**src/rtl/qirq_pkg.sv**
```systemverilog
package qirq_pkg;
  localparam int IDX_W = 11;
  localparam int VEC_W = 4;
  localparam int HEAD_W = IDX_W + 1;
  localparam logic [IDX_W-1:0] EOL = 11'h7FF;

  localparam logic [2:0] RG_HEAD = 3'd0;
  localparam logic [2:0] RG_RXC = 3'd1;
  localparam logic [2:0] RG_TXC = 3'd2;
  localparam logic [2:0] RG_DYN = 3'd3;
  localparam logic [2:0] RG_CAUSE = 3'd4;

  typedef struct packed {
    logic causeEna;
    logic [2:0] c0Bit;
    logic [1:0] itrIdx;
    logic [VEC_W-1:0] vecIdx;
    logic nextTx;
    logic [IDX_W-1:0] nextIdx;
  } qEntry_t;

  typedef struct packed {
    logic hit;
    logic hitTx;
    logic [IDX_W-1:0] hitIdx;
    logic raiseVec;
    logic [VEC_W-1:0] vec;
    logic [1:0] itr;
    logic setCause;
    logic [2:0] causeBit;
    logic loopTrip;
  } walkStrobe_t;

  function automatic qEntry_t unpackEntry(input logic [31:0] w);
    qEntry_t e;
    e.nextIdx = w[10:0];
    e.nextTx = w[11];
    e.vecIdx = w[15:12];
    e.itrIdx = w[17:16];
    e.c0Bit = w[20:18];
    e.causeEna = w[31];
    return e;
  endfunction

  function automatic logic [31:0] packEntry(input qEntry_t e);
    return {e.causeEna, 10'b0, e.c0Bit, e.itrIdx, e.vecIdx, e.nextTx, e.nextIdx};
  endfunction
endpackage

```
**src/rtl/qirq_walk.sv**
```systemverilog
module qirq_walk
  import qirq_pkg::*;
#(
  parameter int NQ = 4,
  parameter int NV = 5
) (
  input  logic clk,
  input  logic rstN,
  input  logic legacyMode,
  input  logic [IDX_W-1:0] headIdx,
  input  logic headTx,
  input  logic [NV-1:0] vecEna,
  input  logic [IDX_W-1:0] entNextIdx,
  input  logic entNextTx,
  input  logic [1:0] entItr,
  input  logic [2:0] entC0Bit,
  input  logic entEna,
  input  logic curPend,
  output logic [VEC_W-1:0] walkVec,
  output logic [IDX_W-1:0] ptrIdx,
  output logic ptrTx,
  output walkStrobe_t strobe
);
  localparam int MAX_HOPS = 2 * NQ;
  localparam int HOP_W = $clog2(MAX_HOPS + 1);
  localparam logic [IDX_W-1:0] NQ_I = IDX_W'(NQ);
  localparam logic [VEC_W-1:0] LAST_VEC = VEC_W'(NV - 1);

  typedef enum logic {ST_SCAN, ST_WALK} walkState_t;
  walkState_t state;
  logic [HOP_W-1:0] hops;

  logic vecOn, headOk, nextOk, startWalk, pendHit, legHit, msixHit, lastHop, endWalk;
  logic [VEC_W-1:0] nextVec;

  always_comb begin
    vecOn = 1'b0;
    for (int v = 0; v < NV; v++) begin
      if (walkVec == VEC_W'(v)) vecOn = vecEna[v];
    end
    headOk = headIdx < NQ_I;
    nextOk = entNextIdx < NQ_I;
    startWalk = headOk && (legacyMode ? (walkVec == '0) : (walkVec != '0 && vecOn));
    if (legacyMode) nextVec = '0;
    else if (walkVec >= LAST_VEC) nextVec = VEC_W'(1);
    else nextVec = walkVec + VEC_W'(1);
    pendHit = (state == ST_WALK) && entEna && curPend;
    legHit = pendHit && legacyMode && (entC0Bit != 3'd7);
    msixHit = pendHit && !legacyMode && vecOn;
    lastHop = hops == HOP_W'(MAX_HOPS - 1);
    endWalk = msixHit || !nextOk || lastHop;

    strobe.hit = legHit || msixHit;
    strobe.hitTx = ptrTx;
    strobe.hitIdx = ptrIdx;
    strobe.raiseVec = msixHit;
    strobe.vec = walkVec;
    strobe.itr = entItr;
    strobe.setCause = legHit;
    strobe.causeBit = entC0Bit;
    strobe.loopTrip = (state == ST_WALK) && lastHop && nextOk && !msixHit;
  end

  always_ff @(posedge clk) begin
    if (!rstN) begin
      state <= ST_SCAN;
      walkVec <= '0;
      ptrIdx <= EOL;
      ptrTx <= 1'b0;
      hops <= '0;
    end else if (state == ST_SCAN) begin
      if (startWalk) begin
        ptrIdx <= headIdx;
        ptrTx <= headTx;
        hops <= '0;
        state <= ST_WALK;
      end else begin
        walkVec <= nextVec;
      end
    end else begin
      if (endWalk) begin
        state <= ST_SCAN;
        walkVec <= nextVec;
      end else begin
        ptrIdx <= entNextIdx;
        ptrTx <= entNextTx;
        hops <= hops + HOP_W'(1);
      end
    end
  end
endmodule

```
**src/rtl/qirq_regs.sv**
```systemverilog
module qirq_regs
  import qirq_pkg::*;
#(
  parameter int NQ = 4,
  parameter int NV = 5,
  parameter int ADDR_W = 8
) (
  input  logic clk,
  input  logic rstN,
  input  logic wrEn,
  input  logic rdEn,
  input  logic [ADDR_W-1:0] addr,
  input  logic [31:0] wrData,
  output logic [31:0] rdData,
  input  logic [NQ-1:0] rxEvent,
  input  logic [NQ-1:0] txEvent,
  input  logic otherEvent,
  input  walkStrobe_t strobe,
  input  logic [VEC_W-1:0] walkVec,
  input  logic [IDX_W-1:0] ptrIdx,
  input  logic ptrTx,
  output logic [IDX_W-1:0] headIdx,
  output logic headTx,
  output logic [IDX_W-1:0] entNextIdx,
  output logic entNextTx,
  output logic [1:0] entItr,
  output logic [2:0] entC0Bit,
  output logic entEna,
  output logic curPend,
  output logic [NV-1:0] vecEna,
  output logic [NV*HEAD_W-1:0] headFlat,
  output logic [7:0] cause0,
  output logic [NV-1:0] vecFire,
  output logic [1:0] fireItr,
  output logic loopErr
);
  localparam int SEL_W = ADDR_W - 3;

  logic [IDX_W-1:0] headIdxQ [NV];
  logic headTxQ [NV];
  qEntry_t rxEnt [NQ];
  qEntry_t txEnt [NQ];
  logic [NV-1:0] vecPba;
  logic [NQ-1:0] rxPend, txPend;

  logic [2:0] region;
  logic [SEL_W-1:0] regIdx;
  logic [31:0] readMux;
  logic [7:0] causeSet;
  logic fire0;
  qEntry_t curEnt;

  assign region = addr[ADDR_W-1:ADDR_W-3];
  assign regIdx = addr[SEL_W-1:0];

  always_comb begin
    headIdx = EOL;
    headTx = 1'b0;
    for (int v = 0; v < NV; v++) begin
      if (walkVec == VEC_W'(v)) begin
        headIdx = headIdxQ[v];
        headTx = headTxQ[v];
      end
      headFlat[v*HEAD_W +: HEAD_W] = {headTxQ[v], headIdxQ[v]};
    end
    curEnt = unpackEntry({1'b0, 20'b0, EOL});
    curPend = 1'b0;
    for (int q = 0; q < NQ; q++) begin
      if (ptrIdx == IDX_W'(q)) begin
        curEnt = ptrTx ? txEnt[q] : rxEnt[q];
        curPend = ptrTx ? txPend[q] : rxPend[q];
      end
    end
    entNextIdx = curEnt.nextIdx;
    entNextTx = curEnt.nextTx;
    entItr = curEnt.itrIdx;
    entC0Bit = curEnt.c0Bit;
    entEna = curEnt.causeEna;
  end

  always_comb begin
    readMux = '0;
    case (region)
      RG_HEAD: for (int v = 0; v < NV; v++)
        if (regIdx == SEL_W'(v)) readMux = {20'b0, headTxQ[v], headIdxQ[v]};
      RG_RXC: for (int q = 0; q < NQ; q++)
        if (regIdx == SEL_W'(q)) readMux = packEntry(rxEnt[q]);
      RG_TXC: for (int q = 0; q < NQ; q++)
        if (regIdx == SEL_W'(q)) readMux = packEntry(txEnt[q]);
      RG_DYN: for (int v = 0; v < NV; v++)
        if (regIdx == SEL_W'(v)) readMux = {29'b0, vecPba[v], 1'b0, vecEna[v]};
      RG_CAUSE: readMux = {24'b0, cause0};
      default: readMux = '0;
    endcase
    causeSet = {otherEvent, 7'b0};
    if (strobe.setCause) causeSet = causeSet | (8'd1 << strobe.causeBit);
    fire0 = vecEna[0] && (cause0 != 8'd0);
  end

  always_ff @(posedge clk) begin
    if (!rstN) begin
      for (int v = 0; v < NV; v++) begin
        headIdxQ[v] <= EOL;
        headTxQ[v] <= 1'b0;
      end
      for (int q = 0; q < NQ; q++) begin
        rxEnt[q] <= unpackEntry({1'b0, 20'b0, EOL});
        txEnt[q] <= unpackEntry({1'b0, 20'b0, EOL});
      end
      vecEna <= '0;
      vecPba <= '0;
      rxPend <= '0;
      txPend <= '0;
      cause0 <= '0;
      vecFire <= '0;
      fireItr <= '0;
      loopErr <= 1'b0;
      rdData <= '0;
    end else begin
      if (rdEn) rdData <= readMux;
      for (int v = 0; v < NV; v++) begin
        if (wrEn && region == RG_HEAD && regIdx == SEL_W'(v) && !vecEna[v]) begin
          headIdxQ[v] <= wrData[IDX_W-1:0];
          headTxQ[v] <= wrData[IDX_W];
        end
        if (wrEn && region == RG_DYN && regIdx == SEL_W'(v)) begin
          vecEna[v] <= wrData[0];
          if (wrData[1]) vecPba[v] <= 1'b0;
        end
      end
      for (int q = 0; q < NQ; q++) begin
        if (wrEn && region == RG_RXC && regIdx == SEL_W'(q)) rxEnt[q] <= unpackEntry(wrData);
        if (wrEn && region == RG_TXC && regIdx == SEL_W'(q)) txEnt[q] <= unpackEntry(wrData);
        rxPend[q] <= (rxPend[q] && !(strobe.hit && !strobe.hitTx && strobe.hitIdx == IDX_W'(q)))
                     || rxEvent[q];
        txPend[q] <= (txPend[q] && !(strobe.hit && strobe.hitTx && strobe.hitIdx == IDX_W'(q)))
                     || txEvent[q];
      end
      if (rdEn && region == RG_CAUSE) cause0 <= causeSet;
      else cause0 <= cause0 | causeSet;

      vecFire <= '0;
      loopErr <= strobe.loopTrip;
      for (int v = 1; v < NV; v++) begin
        if (strobe.raiseVec && strobe.vec == VEC_W'(v)) begin
          vecFire[v] <= 1'b1;
          vecEna[v] <= 1'b0;
          vecPba[v] <= 1'b1;
        end
      end
      if (strobe.raiseVec) fireItr <= strobe.itr;
      if (fire0) begin
        vecFire[0] <= 1'b1;
        vecEna[0] <= 1'b0;
        vecPba[0] <= 1'b1;
      end
    end
  end
endmodule

```
**src/rtl/queue_irq_chain.sv**
```systemverilog
module queue_irq_chain
  import qirq_pkg::*;
#(
  parameter int NQ = 4,
  parameter int NV = 5,
  parameter int ADDR_W = 8
) (
  input  logic clk,
  input  logic rstN,
  input  logic legacyMode,
  input  logic wrEn,
  input  logic rdEn,
  input  logic [ADDR_W-1:0] addr,
  input  logic [31:0] wrData,
  output logic [31:0] rdData,
  input  logic [NQ-1:0] rxEvent,
  input  logic [NQ-1:0] txEvent,
  input  logic otherEvent,
  output logic [NV-1:0] vecFire,
  output logic [1:0] fireItr,
  output logic loopErr
);
  walkStrobe_t strobe;
  logic [VEC_W-1:0] walkVec;
  logic [IDX_W-1:0] ptrIdx, headIdx, entNextIdx;
  logic ptrTx, headTx, entNextTx, entEna, curPend;
  logic [1:0] entItr;
  logic [2:0] entC0Bit;
  logic [NV-1:0] vecEna;
  logic [NV*HEAD_W-1:0] headFlat;
  logic [7:0] cause0;

  qirq_walk #(.NQ(NQ), .NV(NV)) u_walk (
    .clk(clk), .rstN(rstN), .legacyMode(legacyMode),
    .headIdx(headIdx), .headTx(headTx), .vecEna(vecEna),
    .entNextIdx(entNextIdx), .entNextTx(entNextTx), .entItr(entItr),
    .entC0Bit(entC0Bit), .entEna(entEna), .curPend(curPend),
    .walkVec(walkVec), .ptrIdx(ptrIdx), .ptrTx(ptrTx), .strobe(strobe)
  );

  qirq_regs #(.NQ(NQ), .NV(NV), .ADDR_W(ADDR_W)) u_regs (
    .clk(clk), .rstN(rstN), .wrEn(wrEn), .rdEn(rdEn), .addr(addr),
    .wrData(wrData), .rdData(rdData), .rxEvent(rxEvent), .txEvent(txEvent),
    .otherEvent(otherEvent), .strobe(strobe), .walkVec(walkVec),
    .ptrIdx(ptrIdx), .ptrTx(ptrTx), .headIdx(headIdx), .headTx(headTx),
    .entNextIdx(entNextIdx), .entNextTx(entNextTx), .entItr(entItr),
    .entC0Bit(entC0Bit), .entEna(entEna), .curPend(curPend),
    .vecEna(vecEna), .headFlat(headFlat), .cause0(cause0),
    .vecFire(vecFire), .fireItr(fireItr), .loopErr(loopErr)
  );
endmodule

```
**config.mk**
```make
export PLATFORM = sky130hd
export DESIGN_NAME = queue_irq_chain
export DESIGN_NICKNAME = d
export VERILOG_FILES = /design/src/rtl/qirq_pkg.sv /design/src/rtl/qirq_walk.sv /design/src/rtl/qirq_regs.sv /design/src/rtl/queue_irq_chain.sv
export SDC_FILE = /design/constraint.sdc
export NUM_CORES = 1
export LEC_CHECK = 0
export BUFFER_PORTS_ARGS = -buffer_cell sky130_fd_sc_hd__buf_2
export CORE_MARGIN = 1
export CORE_UTILIZATION = 40
export DETAILED_ROUTE_END_ITERATION = 12
export HOLD_SLACK_MARGIN = 0.05
export PLACE_DENSITY = 0.55
export SETUP_SLACK_MARGIN = 0.4
export SYNTH_ARGS = -nofsm -noshare
export SYNTH_HDL_FRONTEND = slang
export SYNTH_SLANG_ARGS = --single-unit
```
**constraint.sdc**
```tcl
create_clock -name clk -period 8.1 [get_ports clk]
set_input_delay 1.62 -clock clk [delete_from_list [all_inputs] [get_ports clk]]
set_output_delay 1.62 -clock clk [all_outputs]
set_load 0.005 [all_outputs]
```
## After elaboration in Yosys (flattened, before gate mapping)

Memories as Yosys holds them, arrays and structs flattened.
Index checks and enable logic that the tools add are counted.

| cells by class | value |
|---|---|
| $lt $le $gt $ge | 3 |
| $add $sub $neg | 2 |
| multiplexer cells | 144 |
| bitwise gates (word level) | 21 |
| equality and inequality tests | 20 |
| reductions and logical operators | 119 |
| shift-type cells | 1 |

Operators by type and width:

| cell | number |
|---|---|
| 2-to-1 mux 22 bit | 16 |
| 2-to-1 mux 32 bit | 8 |
| case mux 32 bit (5 select lines) | 1 |
| 2-to-1 mux 11 bit | 13 |
| 2-to-1 mux 1 bit | 86 |
| logical AND 1 bit | 62 |
| 2-to-1 mux 12 bit | 5 |
| 2-to-1 mux 4 bit | 8 |
| equality test 11 x 2 -> 1 bit, second input constant | 2 |
| less-than comparator 11 x 3 -> 1 bit, second input constant | 2 |
| nonzero test 2 bit | 11 |
| bitwise OR 1 bit | 18 |
| zero test 1 bit | 17 |
| 2-to-1 mux 8 bit | 2 |
| bitwise OR 8 bit | 2 |
| 2-to-1 mux 3 bit | 5 |
| AND reduction 2 bit | 7 |
| equality test 11 x 1 -> 1 bit, second input constant | 1 |
| zero test 11 bit | 1 |
| logical OR 1 bit | 11 |
| equality test 5 x 2 -> 1 bit, second input constant | 2 |
| OR reduction 2 bit | 5 |
| adder 4 x 1 -> 4 bit, second input constant | 2 |
| equality test 4 x 2 -> 1 bit, second input constant | 2 |
| other kinds (18) | 21 |

| word-level totals | value |
|---|---|
| bits of input ports | 54 |
| word-level logic and storage cells | 336 |
| memories kept | 4 |
| bits in writable memories | 236 |
| bits in registers | 87 |
| output and inout port bits | 40 |

Memory list:

| name | words | width | read ports | clocked after Yosys merged registers in | wr ports | line | source |
|---|---|---|---|---|---|---|---|
| u_regs.rxEnt | 4 | 22 | 4 | 0 | 4 | qirq_regs.sv:41 | `qEntry_t rxEnt [NQ];` |
| u_regs.txEnt | 4 | 22 | 4 | 0 | 4 | qirq_regs.sv:42 | `qEntry_t txEnt [NQ];` |
| u_regs.headIdxQ | 5 | 11 | 5 | 0 | 5 | qirq_regs.sv:39 | `logic [IDX_W-1:0] headIdxQ [NV];` |
| u_regs.headTxQ | 5 | 1 | 5 | 0 | 5 | qirq_regs.sv:40 | `logic headTxQ [NV];` |

## Depth between registers and ports, before layout

Gate-level depths: netlist (run 1).
An unclocked memory read counts as a cell.

| logic depth | value |
|---|---|
| depth after elaboration | 16 |
| depth in mapped cells | 13 |
| gate-level depth less buffers | 10 |

## By module

A second synthesis (run 1) with hierarchy kept.

| unflattened totals | value |
|---|---|
| cells, all modules | 1403 |
| area, all modules | 16223.1 µm² |

By module, submodules not included:

| module | times used | sequential area each (µm²) | cells each | area an instance (µm²) |
|---|---|---|---|---|
| qirq_regs | 1 | 8207.9 | 1250 | 14924.3 |
| qirq_walk | 1 | 420.4 | 153 | 1298.7 |

## Least setup slack after synthesis (run 1)

OpenSTA, ideal clock, no wires.

| timing | value |
|---|---|
| kind | input -> register |
| start | input addr[4] |
| end | memory u_regs.rxEnt[2][0] (netlist name), enable pin |
| data required time | 7.668 ns |
| library setup time | 0.432 ns |
| slack | 3.224 ns |
| arrival | 4.444 ns |
| path buffers | 3 |
| stages on the path | 7 |
| path through | nor3_1 -> and2_0 -> clkbuf_1 -> nand2b_1 -> clkbuf_1 -> clkbuf_1 -> o21ai_0 |

RTL lines:

| element | line | source |
|---|---|---|
| from (decl) | queue_irq_chain.sv:13 | `input logic [ADDR_W-1:0] addr,` |
| to (decl) | qirq_regs.sv:41 |  |

==> summary.md, run 1 <==
## Run status
* run status: finished clean

## CTS
* CTS clk-pin slew, worst paths: 0.06 ns
* H-Tree Depth: 2
* maximum clock insertion buffer count: 3
* Resize count post-CTS: 0
* cts bufs inserted: 36
* Clock Sink Count: 313
* CTS Hold Buffers Added: 0
* clock root buffer: clkbuf_16
* clock insertion delay at the later pin of the skew report: 0.53 ns
* Post-CTS Setup Repair Bufs: 0
* TritonCTS clock tree: done

## Placed design
* number of placed instances with taps included: 1917
* Placement Cell Area: 16660 µm²
* GPL Wtd Cong: 0.8951
* detailed placement HPWL: 34.64 mm
* PortBufs: 73

## Synth
* number of distinct library cells after synthesis: 74
* total standard cell area after synthesis: 15750 µm²
* Gate Count Post-Synth: 1389
* sequential fraction of the synthesis area: 54.80%
* Post-synth EDFFs: 236
* most used flip-flop cell after synthesis: edfxtp_1
* share of synthesized flip-flops with an asynchronous set or reset: 0%
* post-synth top area share: 45.01%
* flops & latches, synth: 313
* leading post-synthesis cells by cell area: edfxtp_1 45%, dfxtp_1 9.8%, mux2_2 6.6%, or3_1 3.9%, and2_1 3.5%
* largest area contributor in the synthesized netlist: edfxtp_1
* Post-Synthesis Mean Instance Area: 11.34 µm²
* Syn. warnings: 0

## Route
* Initial DRT Pass Iterations: 5
* number of vias after detailed routing: 11890
* vias per cell: 6.002
* drt first-iter violations: 1165
* Wirelength per Cell: 26.49 µm
* number of antenna-violating nets in the routed design: 0
* total detailed-routing wirelength: 52.47 mm
* Remaining DRCs: 0

## Floorplanning
* core area: 38740 µm²
* overall die width: 200.4 µm
* number of placement rows: 72
* area enclosed by the die boundary: 40160 µm²
* ports placed on the boundary: 94
* Chip Height: 200.4 µm
* initial core utilization: 40.65%

## GRT
* number of antenna violations at the first check in global routing: 0
* gr usage total: 25.84%
* maximum number of pins on one net before global-route repair: 66
* wire length of the first global-routing pass: 76.62 mm
* GRT overflow: 0
* via count of the first global-routing pass: 11480

## Timing
* Hold Fails Final Rpt: 0
* number of max-slew violations in the final report: 0
* worst slew margin relative to its limit: 23.39%
* portion of the clock cycle consumed by the worst path in the final layout: 54.94%
* post-route minimum period: 4.450 ns
* Worst-Margin Slew: 1.145 ns
* number of failing setup endpoints in the final timing report: 0
* Clock Skew: 0.01596 ns
* max frequency: 0.2247 GHz
* setup tns final: 0 ns
* RSZ-0062 raised after global routing: false

## Layout
* area growth from synthesis to layout: 12.63%
* Final Net Count: 1496
* commonest cells after routing, fill and taps aside: 236 x edfxtp_1, 97 x or3_1, 92 x mux2_2
* layout cells sized above 1: 21.00%
* cell area after layout: 17740 µm²
* filler-free cell count of the finished design: 1981
* leading cell type in the layout, fill and taps excluded: edfxtp_1

## Setup path
* category of the worst setup path launch point: input pin
* worst setup path class: input pin to register
* Crit path arrival time: 4.70 ns
* path depth of the worst reg2reg path: 9
* critical path required time: 8.35 ns
* Setup crit end kind: register
* crit-path max FO: 21

## Pwr
* leakage power: 5.973 nW
* Peak supply drop: 126.5 µV
* power density over the cells: 203.6 nW/µm²

## Flow run
* # Max-Cap Violations: 0

## Worst hold path
* worst hold path type: register to register
* Hold Path Stages: 2

per-stage QoR:
stage | setup WS [ns] | hold slack [ns] | total power, mW | utilization [%]
global placement | 3.089 | 0.4533 | 2.107 | 43.01
global route | 3.476 | 0.4875 | 3.708 | 45.78
finish | 3.650 | 0.4710 | 3.612 | 45.78
CTS | 3.610 | 0.4718 | 3.625 | 45.78
floorplan | 3.224 | 0.4401 | 2.002 | -
detailed placement | 3.061 | 0.4628 | 2.112 | 43.01
cells in the mapped netlist (3+ instances only):
master    instances
clkbuf_1         74
edfxtp_1        236
nand3_1          24
nor2_1           82
nand3b_1          7
and3_1            3
o221ai_1          7
ha_1              5
buf_4            14
nand2b_1         15
o211ai_1         14
a31oi_1           7
buf_2            10
nand4_1           4
o22ai_1          67
mux2_2           92
a221oi_1          9
o31ai_1          10
or4_1             8
o21ai_0          64
nor4_1            8
nor3_1           21
nand2_1          59
or2_2            16
a221o_1           3
o32ai_1           4
or3_1            97
and2_1           87
buf_1             7
dfxtp_1          77
clkinv_1          3
nor3b_1           5
inv_1            32
a21oi_1          70
a22oi_1          23
mux4_2           18
nor2b_1          20
mux2i_1          35
a211oi_1         10
kinds of logic after synthesis:
group | after synthesis | share of synthesized area [%]
muxes | 145 | 11.38
buffers and inverters | 141 | 3.822
other | 1 | 0.02382
xor gates and xnor gates | 1 | 0.05563
and+or+nand+nor | 473 | 16.98
DFF | 313 | 54.80
adders and majority gates | 5 | 0.3973
AOI/OAI and AO/OA | 310 | 12.55
critical path: stages:
cell	delay (ns)
buf_2	0.11
nor3_1	0.18
buf_4	0.26
and2_0	0.51
nand2_1	0.61
buf_4	0.43
nor2_1	0.86
nand2_1	0.10
where the power goes:
part | internal [mW] | total (mW) | switching [mW]
Clock | 0.889 | 1.53 | 0.641
Combinational | 0.0938 | 0.258 | 0.165
Sequential | 1.79 | 1.82 | 0.0350
final timing paths:
kind                                  startpoint                  to  slack [ns]
worst max register to register  u_walk.ptrIdx[0]    u_walk.ptrIdx[1]        4.01
worst max-delay path                     addr[4]  u_regs.rxEnt[3][0]        3.65
worst min-delay path            u_regs.rdData[0]    u_regs.rdData[0]        0.47
worst min register to register  u_regs.rdData[0]    u_regs.rdData[0]        0.47
registers in the layout (all words and copies together) (netlist names), 5 cells and up:
signal / count
u_regs.cause0: 8
u_regs.headIdxQ: 55
u_regs.headTxQ: 5
u_regs.rdData: 22
u_regs.rxEnt: 88
u_regs.txEnt: 88
u_regs.vecEna: 5
u_regs.vecFire: 5
u_regs.vecPba: 5
u_walk.ptrIdx: 11
final cells by class:
type / instances / area (µm²)
fillers: 3615 / 21000
diodes: 1 / 2.502
clock inverters: 9 / 62.56
multi-input cells: 944 / 6628
inverters: 35 / 131.4
clock buffers: 54 / 1010
repair buffers: 107 / 623.1
well taps: 518 / 648.1
flip-flops and latches: 313 / 8631
metal layers:
metal	up-vias	wire [µm]	track usage, %
met5	-	0	0
met4	0	1976	10.11
met3	120	3761	3.571
met2	545	24450	41.43
met1	5877	22280	35.45
li1	5347	-	-
Power figures use the tool's default switching activity.
==> run 2: changes to the inputs <==
==> constraint.sdc (replaced) <==
create_clock -name clk -period 4.3 [get_ports clk]
set_input_delay 0.86 -clock clk [delete_from_list [all_inputs] [get_ports clk]]
set_output_delay 0.86 -clock clk [all_outputs]
set_load 0.005 [all_outputs]
==> summary.md, run 2 (same netlist as run 1, synthesis figures left out) <==
## Pwr
* combinational fraction of design power: 7.1%
* clock network power share: 44.2%
* leakage power: 6.190 nW
* NetSw: 1.669 mW
* power density over the cells: 389.9 nW/µm²
* Design Power: 7.058 mW
* cell-internal power: 5.389 mW
* relative contribution of sequential cells to total power: 48.7%
* Sw Share: 23.65%
* Peak supply drop: 278.5 µV

## Timing
* post-route minimum period: 3.571 ns
* portion of the clock cycle consumed by the worst path in the final layout: 83.05%
* worst slew margin relative to its limit: 35.49%
* Worst-Margin Slew: 0.9641 ns
* number of failing setup endpoints in the final timing report: 0
* final worst-path setup slack: 0.7288 ns
* final hold slack: 0.4659 ns
* RSZ-0062 raised after global routing: false
* setup tns final: 0 ns
* max frequency: 0.2800 GHz
* Clock Skew: 0.02080 ns
* Hold Fails Final Rpt: 0
* number of max-slew violations in the final report: 0

## GRT
* wire length of the first global-routing pass: 78.85 mm
* gr usage total: 26.47%
* GRT overflow: 0
* via count of the first global-routing pass: 11740
* number of antenna violations at the first check in global routing: 0
* maximum number of pins on one net before global-route repair: 54

## Setup path
* crit-path max FO: 18
* Setup crit end kind: register
* capturing instance or port of the critical path: u_walk.ptrIdx[1]
* cells traversed along the worst timing path: inv_1 > ha_1 > nor3b_1 > o31ai_1 > o41ai_1 > nand3_1 > a2111oi_2 > a31o_4 > nor2_1 > or3_1
* slowest cell on the critical path: ha_1
* path depth of the worst reg2reg path: 10
* reg-to-reg endpoint: u_walk.ptrIdx[1]
* critical path required time: 4.72 ns
* worst setup path class: register to register
* worst stage delay on the critical path: 0.70 ns
* Reg-to-Reg Start: u_walk.walkVec[1]
* worst setup path startpoint: u_walk.walkVec[1]
* category of the worst setup path launch point: register
* setup slack on the worst flop-to-flop path: 0.73 ns
* Crit path arrival time: 3.99 ns

## CTS
* clock insertion delay at the later pin of the skew report: 0.56 ns
* TritonCTS clock tree: done
* H-Tree Depth: 2
* maximum clock insertion buffer count: 3
* CTS clk-pin slew, worst paths: 0.06 ns
* cts bufs inserted: 37
* Clock Sink Count: 313
* clock root buffer: clkbuf_16
* CTS Hold Buffers Added: 0

## Route
* number of vias after detailed routing: 12200
* Remaining DRCs: 0
* Initial DRT Pass Iterations: 6
* vias per cell: 6.069
* Wirelength per Cell: 26.71 µm
* length of routed met3 wiring: 3.976 mm
* DRT met1 WL: 22.71 mm
* number of antenna-violating nets in the routed design: 0
* detailed route wirelength on metal2: 25.26 mm
* drt first-iter violations: 1255
* total detailed-routing wirelength: 53.72 mm
* Highest Signal Layer: met4

## Worst hold path
* hold path startpoint: u_regs.rdData[20]
* worst hold path type: register to register

## Placed design
* PortBufs: 73
* number of placed instances with taps included: 1944
* Placement Setup Slack: 0.7164 ns
* detailed placement HPWL: 36.44 mm
* GPL Wtd Cong: 0.9049
* Placement Cell Area: 16900 µm²

## Layout
* layout cells sized above 1: 23.04%
* cell area after layout: 18100 µm²
* leading cell type in the layout, fill and taps excluded: edfxtp_1
* area taken by flip-flops and latches: 8631 µm²
* area occupied by multi-input gates: 6619 µm²
* core occupancy in the finished layout: 46.73%
* Final Net Count: 1524
* top flop regs: u_regs.rxEnt (88), u_regs.txEnt (88), u_regs.headIdxQ (55)
* number of filler cells placed in the layout: 3623
* diode insertion count for antenna repair: 0
* filler-free cell count of the finished design: 2011
* area growth from synthesis to layout: 14.97%
* commonest cells after routing, fill and taps aside: 236 x edfxtp_1, 97 x or3_1, 92 x mux2_2

## Run status
* run status: finished clean

## Flow run
* # Max-Cap Violations: 0

## Floorplanning
* initial core utilization: 40.65%
* number of placement rows: 72
* overall die width: 200.4 µm
* ports placed on the boundary: 94
* core area: 38740 µm²
* Chip Height: 200.4 µm
* area enclosed by the die boundary: 40160 µm²

==> run 2: cell type report <==
class | instances | area share [%]
repair buffers | 134 | 4.838
multi-input cells | 944 | 36.56
well taps | 518 | 3.580
inverters | 35 | 0.7257
clock buffers | 47 | 5.723
clock inverters | 20 | 0.8985
flip-flops and latches | 313 | 47.67
==> run 2: metal layers <==
| metal | vias to the layer above | track usage [%] |
|---|---|---|
| met5 | - | 0 |
| met4 | 0 | 9.706 |
| met3 | 103 | 3.409 |
| met2 | 550 | 42.47 |
| met1 | 6145 | 36.73 |
| li1 | 5406 | - |
==> run 2: worst min-delay path by stage <==
stage	depth (start not counted)	slack (ns)	endpoint
6_report	2	0.47	u_regs.rdData[20]
3_5_place_dp	2	0.46	u_regs.rdData[20]
5_1_grt	2	0.49	u_regs.rdData[20]
2_1_floorplan	2	0.44	u_regs.cause0[6]
3_3_place_gp	2	0.46	u_regs.rdData[20]
4_1_cts	2	0.47	u_regs.rdData[18]
==> run 2: critical path, delay by kind of cell (launching register included) <==
| kind | cells | cell delay, ns |
|---|---|---|
| fa+ha+maj | 1 | 0.70 |
| simple gates | 4 | 0.83 |
| buf+inv | 1 | 0.09 |
| flops | 1 | 0.34 |
| compound gates | 4 | 1.45 |
==> run 2: repair_timing <==
action	CTS	global route
endpoints found under the setup margin	0	1
gates resized for setup	0	1
buffers inserted	0	0
==> run 2: power by group through the flow <==
stage	logic (mW)	registers, mW	clock network [mW]
6_report	0.501	3.44	3.12
5_1_grt	0.533	3.45	3.27
2_1_floorplan	0.298	3.47	0
3_3_place_gp	0.492	3.49	0
4_1_cts	0.499	3.43	3.16
3_5_place_dp	0.498	3.50	0
==> run 3: changes to the inputs <==
--- a/config.mk
+++ b/config.mk
@@ -5,6 +5,7 @@
 export SDC_FILE = /design/constraint.sdc
 export NUM_CORES = 1
 export LEC_CHECK = 0
+export ABC_AREA = 1
 export BUFFER_PORTS_ARGS = -buffer_cell sky130_fd_sc_hd__buf_2
 export CORE_MARGIN = 1
 export CORE_UTILIZATION = 40
==> constraint.sdc (replaced) <==
create_clock -name clk -period 3.6 [get_ports clk]
set_input_delay 0.72 -clock clk [delete_from_list [all_inputs] [get_ports clk]]
set_output_delay 0.72 -clock clk [all_outputs]
set_load 0.005 [all_outputs]
==> summary.md, run 3 <==
## Synth
* leading cell types by count after synthesis: 457 x nand2_1, 236 x edfxtp_1, 209 x nor2_1
* post-synth top area share: 45.73%
* share of synthesized flip-flops with an asynchronous set or reset: 0%
* library cell with the highest instance count after synthesis: nand2_1
* largest area contributor in the synthesized netlist: edfxtp_1
* sequential fraction of the synthesis area: 55.68%
* Syn. warnings: 0
* number of distinct library cells after synthesis: 50
* flops & latches, synth: 313
* Gate Count Post-Synth: 1780
* Post-Synthesis Mean Instance Area: 8.706 µm²
* Post-synth EDFFs: 236
* leading post-synthesis cells by cell area: edfxtp_1 46%, nand2_1 11%, dfxtp_1 9.9%, nor2_1 5.1%, inv_1 3.6%
* most used flip-flop cell after synthesis: edfxtp_1
* total standard cell area after synthesis: 15500 µm²

## Pwr
* Peak supply drop: 219.2 µV
* power density over the cells: 458.1 nW/µm²
* combinational fraction of design power: 5.5%
* Sw Share: 23.27%
* cell-internal power: 6.276 mW
* clock network power share: 44.9%
* relative contribution of sequential cells to total power: 49.6%
* leakage power: 6.841 nW
* NetSw: 1.904 mW

## Layout
* layout cells sized above 1: 13.59%
* area growth from synthesis to layout: 15.24%
* commonest cells after routing, fill and taps aside: 457 x nand2_1, 236 x edfxtp_1, 207 x nor2_1
* number of filler cells placed in the layout: 3668
* diode insertion count for antenna repair: 0
* Final Net Count: 1939
* leading cell type in the layout, fill and taps excluded: nand2_1
* top flop regs: u_regs.rxEnt (88), u_regs.txEnt (88), u_regs.headIdxQ (55)

## CTS
* clock insertion delay at the later pin of the skew report: 0.54 ns
* cts bufs inserted: 37
* Clock Sink Count: 313
* TritonCTS clock tree: done
* maximum clock insertion buffer count: 3
* H-Tree Depth: 2
* Post-CTS Setup Repair Bufs: 0
* clock root buffer: clkbuf_16
* CTS clk-pin slew, worst paths: 0.06 ns

## Route
* vias per cell: 5.591
* Wirelength per Cell: 22.54 µm
* Initial DRT Pass Iterations: 6
* Remaining DRCs: 0
* number of vias after detailed routing: 13510
* drt first-iter violations: 1764
* total detailed-routing wirelength: 54.47 mm
* number of antenna-violating nets in the routed design: 0

## Timing
* final worst-path setup slack: 0.6738 ns
* post-route minimum period: 2.926 ns
* max frequency: 0.3417 GHz
* RSZ-0062 raised after global routing: false
* Hold Fails Final Rpt: 0
* portion of the clock cycle consumed by the worst path in the final layout: 81.28%
* Clock Skew: 0.01047 ns
* number of failing setup endpoints in the final timing report: 0
* number of max-slew violations in the final report: 0
* Worst-Margin Slew: 0.6690 ns
* setup tns final: 0 ns
* worst slew margin relative to its limit: 55.24%

## GRT
* maximum number of pins on one net before global-route repair: 60
* via count of the first global-routing pass: 12280
* gr usage total: 27.68%
* number of antenna violations at the first check in global routing: 1
* GRT overflow: 0
* wire length of the first global-routing pass: 79.09 mm

## Floorplanning
* ports placed on the boundary: 94
* area enclosed by the die boundary: 39530 µm²
* number of placement rows: 71
* overall die width: 198.8 µm
* Chip Height: 198.8 µm
* initial core utilization: 40.85%
* core area: 37930 µm²

## Placed design
* detailed placement HPWL: 37.44 mm
* GPL Wtd Cong: 0.9185
* PortBufs: 73
* Placement Setup Slack: 0.2987 ns

## Flow run
* # Max-Cap Violations: 0

## Setup path
* Setup crit end kind: register
* worst setup path class: register to register
* crit-path max FO: 19
* critical path required time: 3.99 ns
* category of the worst setup path launch point: register
* Crit path arrival time: 3.32 ns

## Run status
* run status: finished clean

## Worst hold path
* worst hold path type: input pin to register

run 3: cell count changes after synthesis, sizes merged, moves of 33 or more:
cell	delta
nand2	+409
nor2	+135
inv	+129
or3	-96
mux2	-92
and2	-88
nand3	+79
o22ai	-50
o21ai	+43
mux2i	-33
run 3: area by class of cell:
cell class / count / area (µm²) / share of cell area [%]
sequential: 313 / 8630 / 48.33
clock buffer: 53 / 1047 / 5.865
multi-input combinational: 1196 / 5752 / 32.21
clock inverter: 12 / 117.6 / 0.6586
tap: 511 / 639.4 / 3.580
inverter: 177 / 665.6 / 3.728
timing repair buffer: 155 / 1006 / 5.633
run 3: worst paths after layout:
| kind | start | endpoint | slack (ns) | cells after the start |
|---|---|---|---|---|
| max reg2reg | u_walk.ptrIdx[8] | u_regs.rxPend[0] | 0.67 | 15 |
| min reg2reg | u_walk.ptrIdx[6] | u_walk.ptrIdx[6] | 0.45 | 2 |
| min | txEvent[3] | u_regs.txPend[3] | 0.42 | 3 |
| max | u_walk.ptrIdx[8] | u_regs.rxPend[0] | 0.67 | 15 |
run 3: logic make-up (layout without fill, tap and decap cells):
family | after synthesis | after routing | share of synthesized area [%]
buffers and inverters | 280 | 397 | 7.485
xor gates and xnor gates | 1 | 1 | 0.05653
and+or+nand+nor | 848 | 848 | 23.21
DFF | 313 | 313 | 55.68
muxes | 2 | 2 | 0.1292
AOI/OAI and AO/OA | 330 | 330 | 13.02
other | 1 | 10 | 0.02420
adders and majority gates | 5 | 5 | 0.4037
run 3: power by group through the flow:
stage	clock (mW)	combinational (mW)	sequential [mW]
2_1_floorplan	0	0.243	4.11
3_3_place_gp	0	0.438	4.13
3_5_place_dp	0	0.441	4.13
4_1_cts	3.71	0.442	4.05
5_1_grt	3.83	0.484	4.07
6_report	3.68	0.448	4.06
run 3: repair_timing:
item | CTS | global route
endpoints found under the hold margin | 0 | 0
gates resized for setup | 1 | 1
setup endpoints to repair | 16 | 2
hold buffers | 0 | 0
run 3: critical path, stage by stage (launching register included):
cell     delay, ns
dfxtp_1       0.31
nor2_2        0.12
nand2_2       0.13
nor2_8        0.36
buf_4         0.30
nand3_2       0.28
inv_1         0.30
a31oi_1       0.12
nand2_1       0.07
nand2_1       0.15
nand3_1       0.13
nand2_2       0.11
nand2_2       0.16
nand3_1       0.09
nand2_1       0.08
a21oi_1       0.06
run 3: stage by stage:
stage	hold WS [ns]	util, %	instances	instance area (µm²)	total power [mW]
2_1_floorplan	0.4195	-	1789	15530	4.351
5_1_grt	0.4193	47.08	2417	17860	8.382
6_report	0.4194	47.08	2417	17860	8.180
4_1_cts	0.4090	47.06	2417	17850	8.210
3_3_place_gp	0.4295	43.99	2352	16680	4.565
3_5_place_dp	0.4416	43.99	2352	16680	4.570
run 3: routing by layer:
layer | global-route usage, % | vias up | wire length (µm)
li1 | - | 6265 | -
met1 | 39.72 | 6444 | 23800
met2 | 42.64 | 700 | 23790
met3 | 4.442 | 104 | 5338
met4 | 8.575 | 0 | 1552
met5 | 0 | - | 0
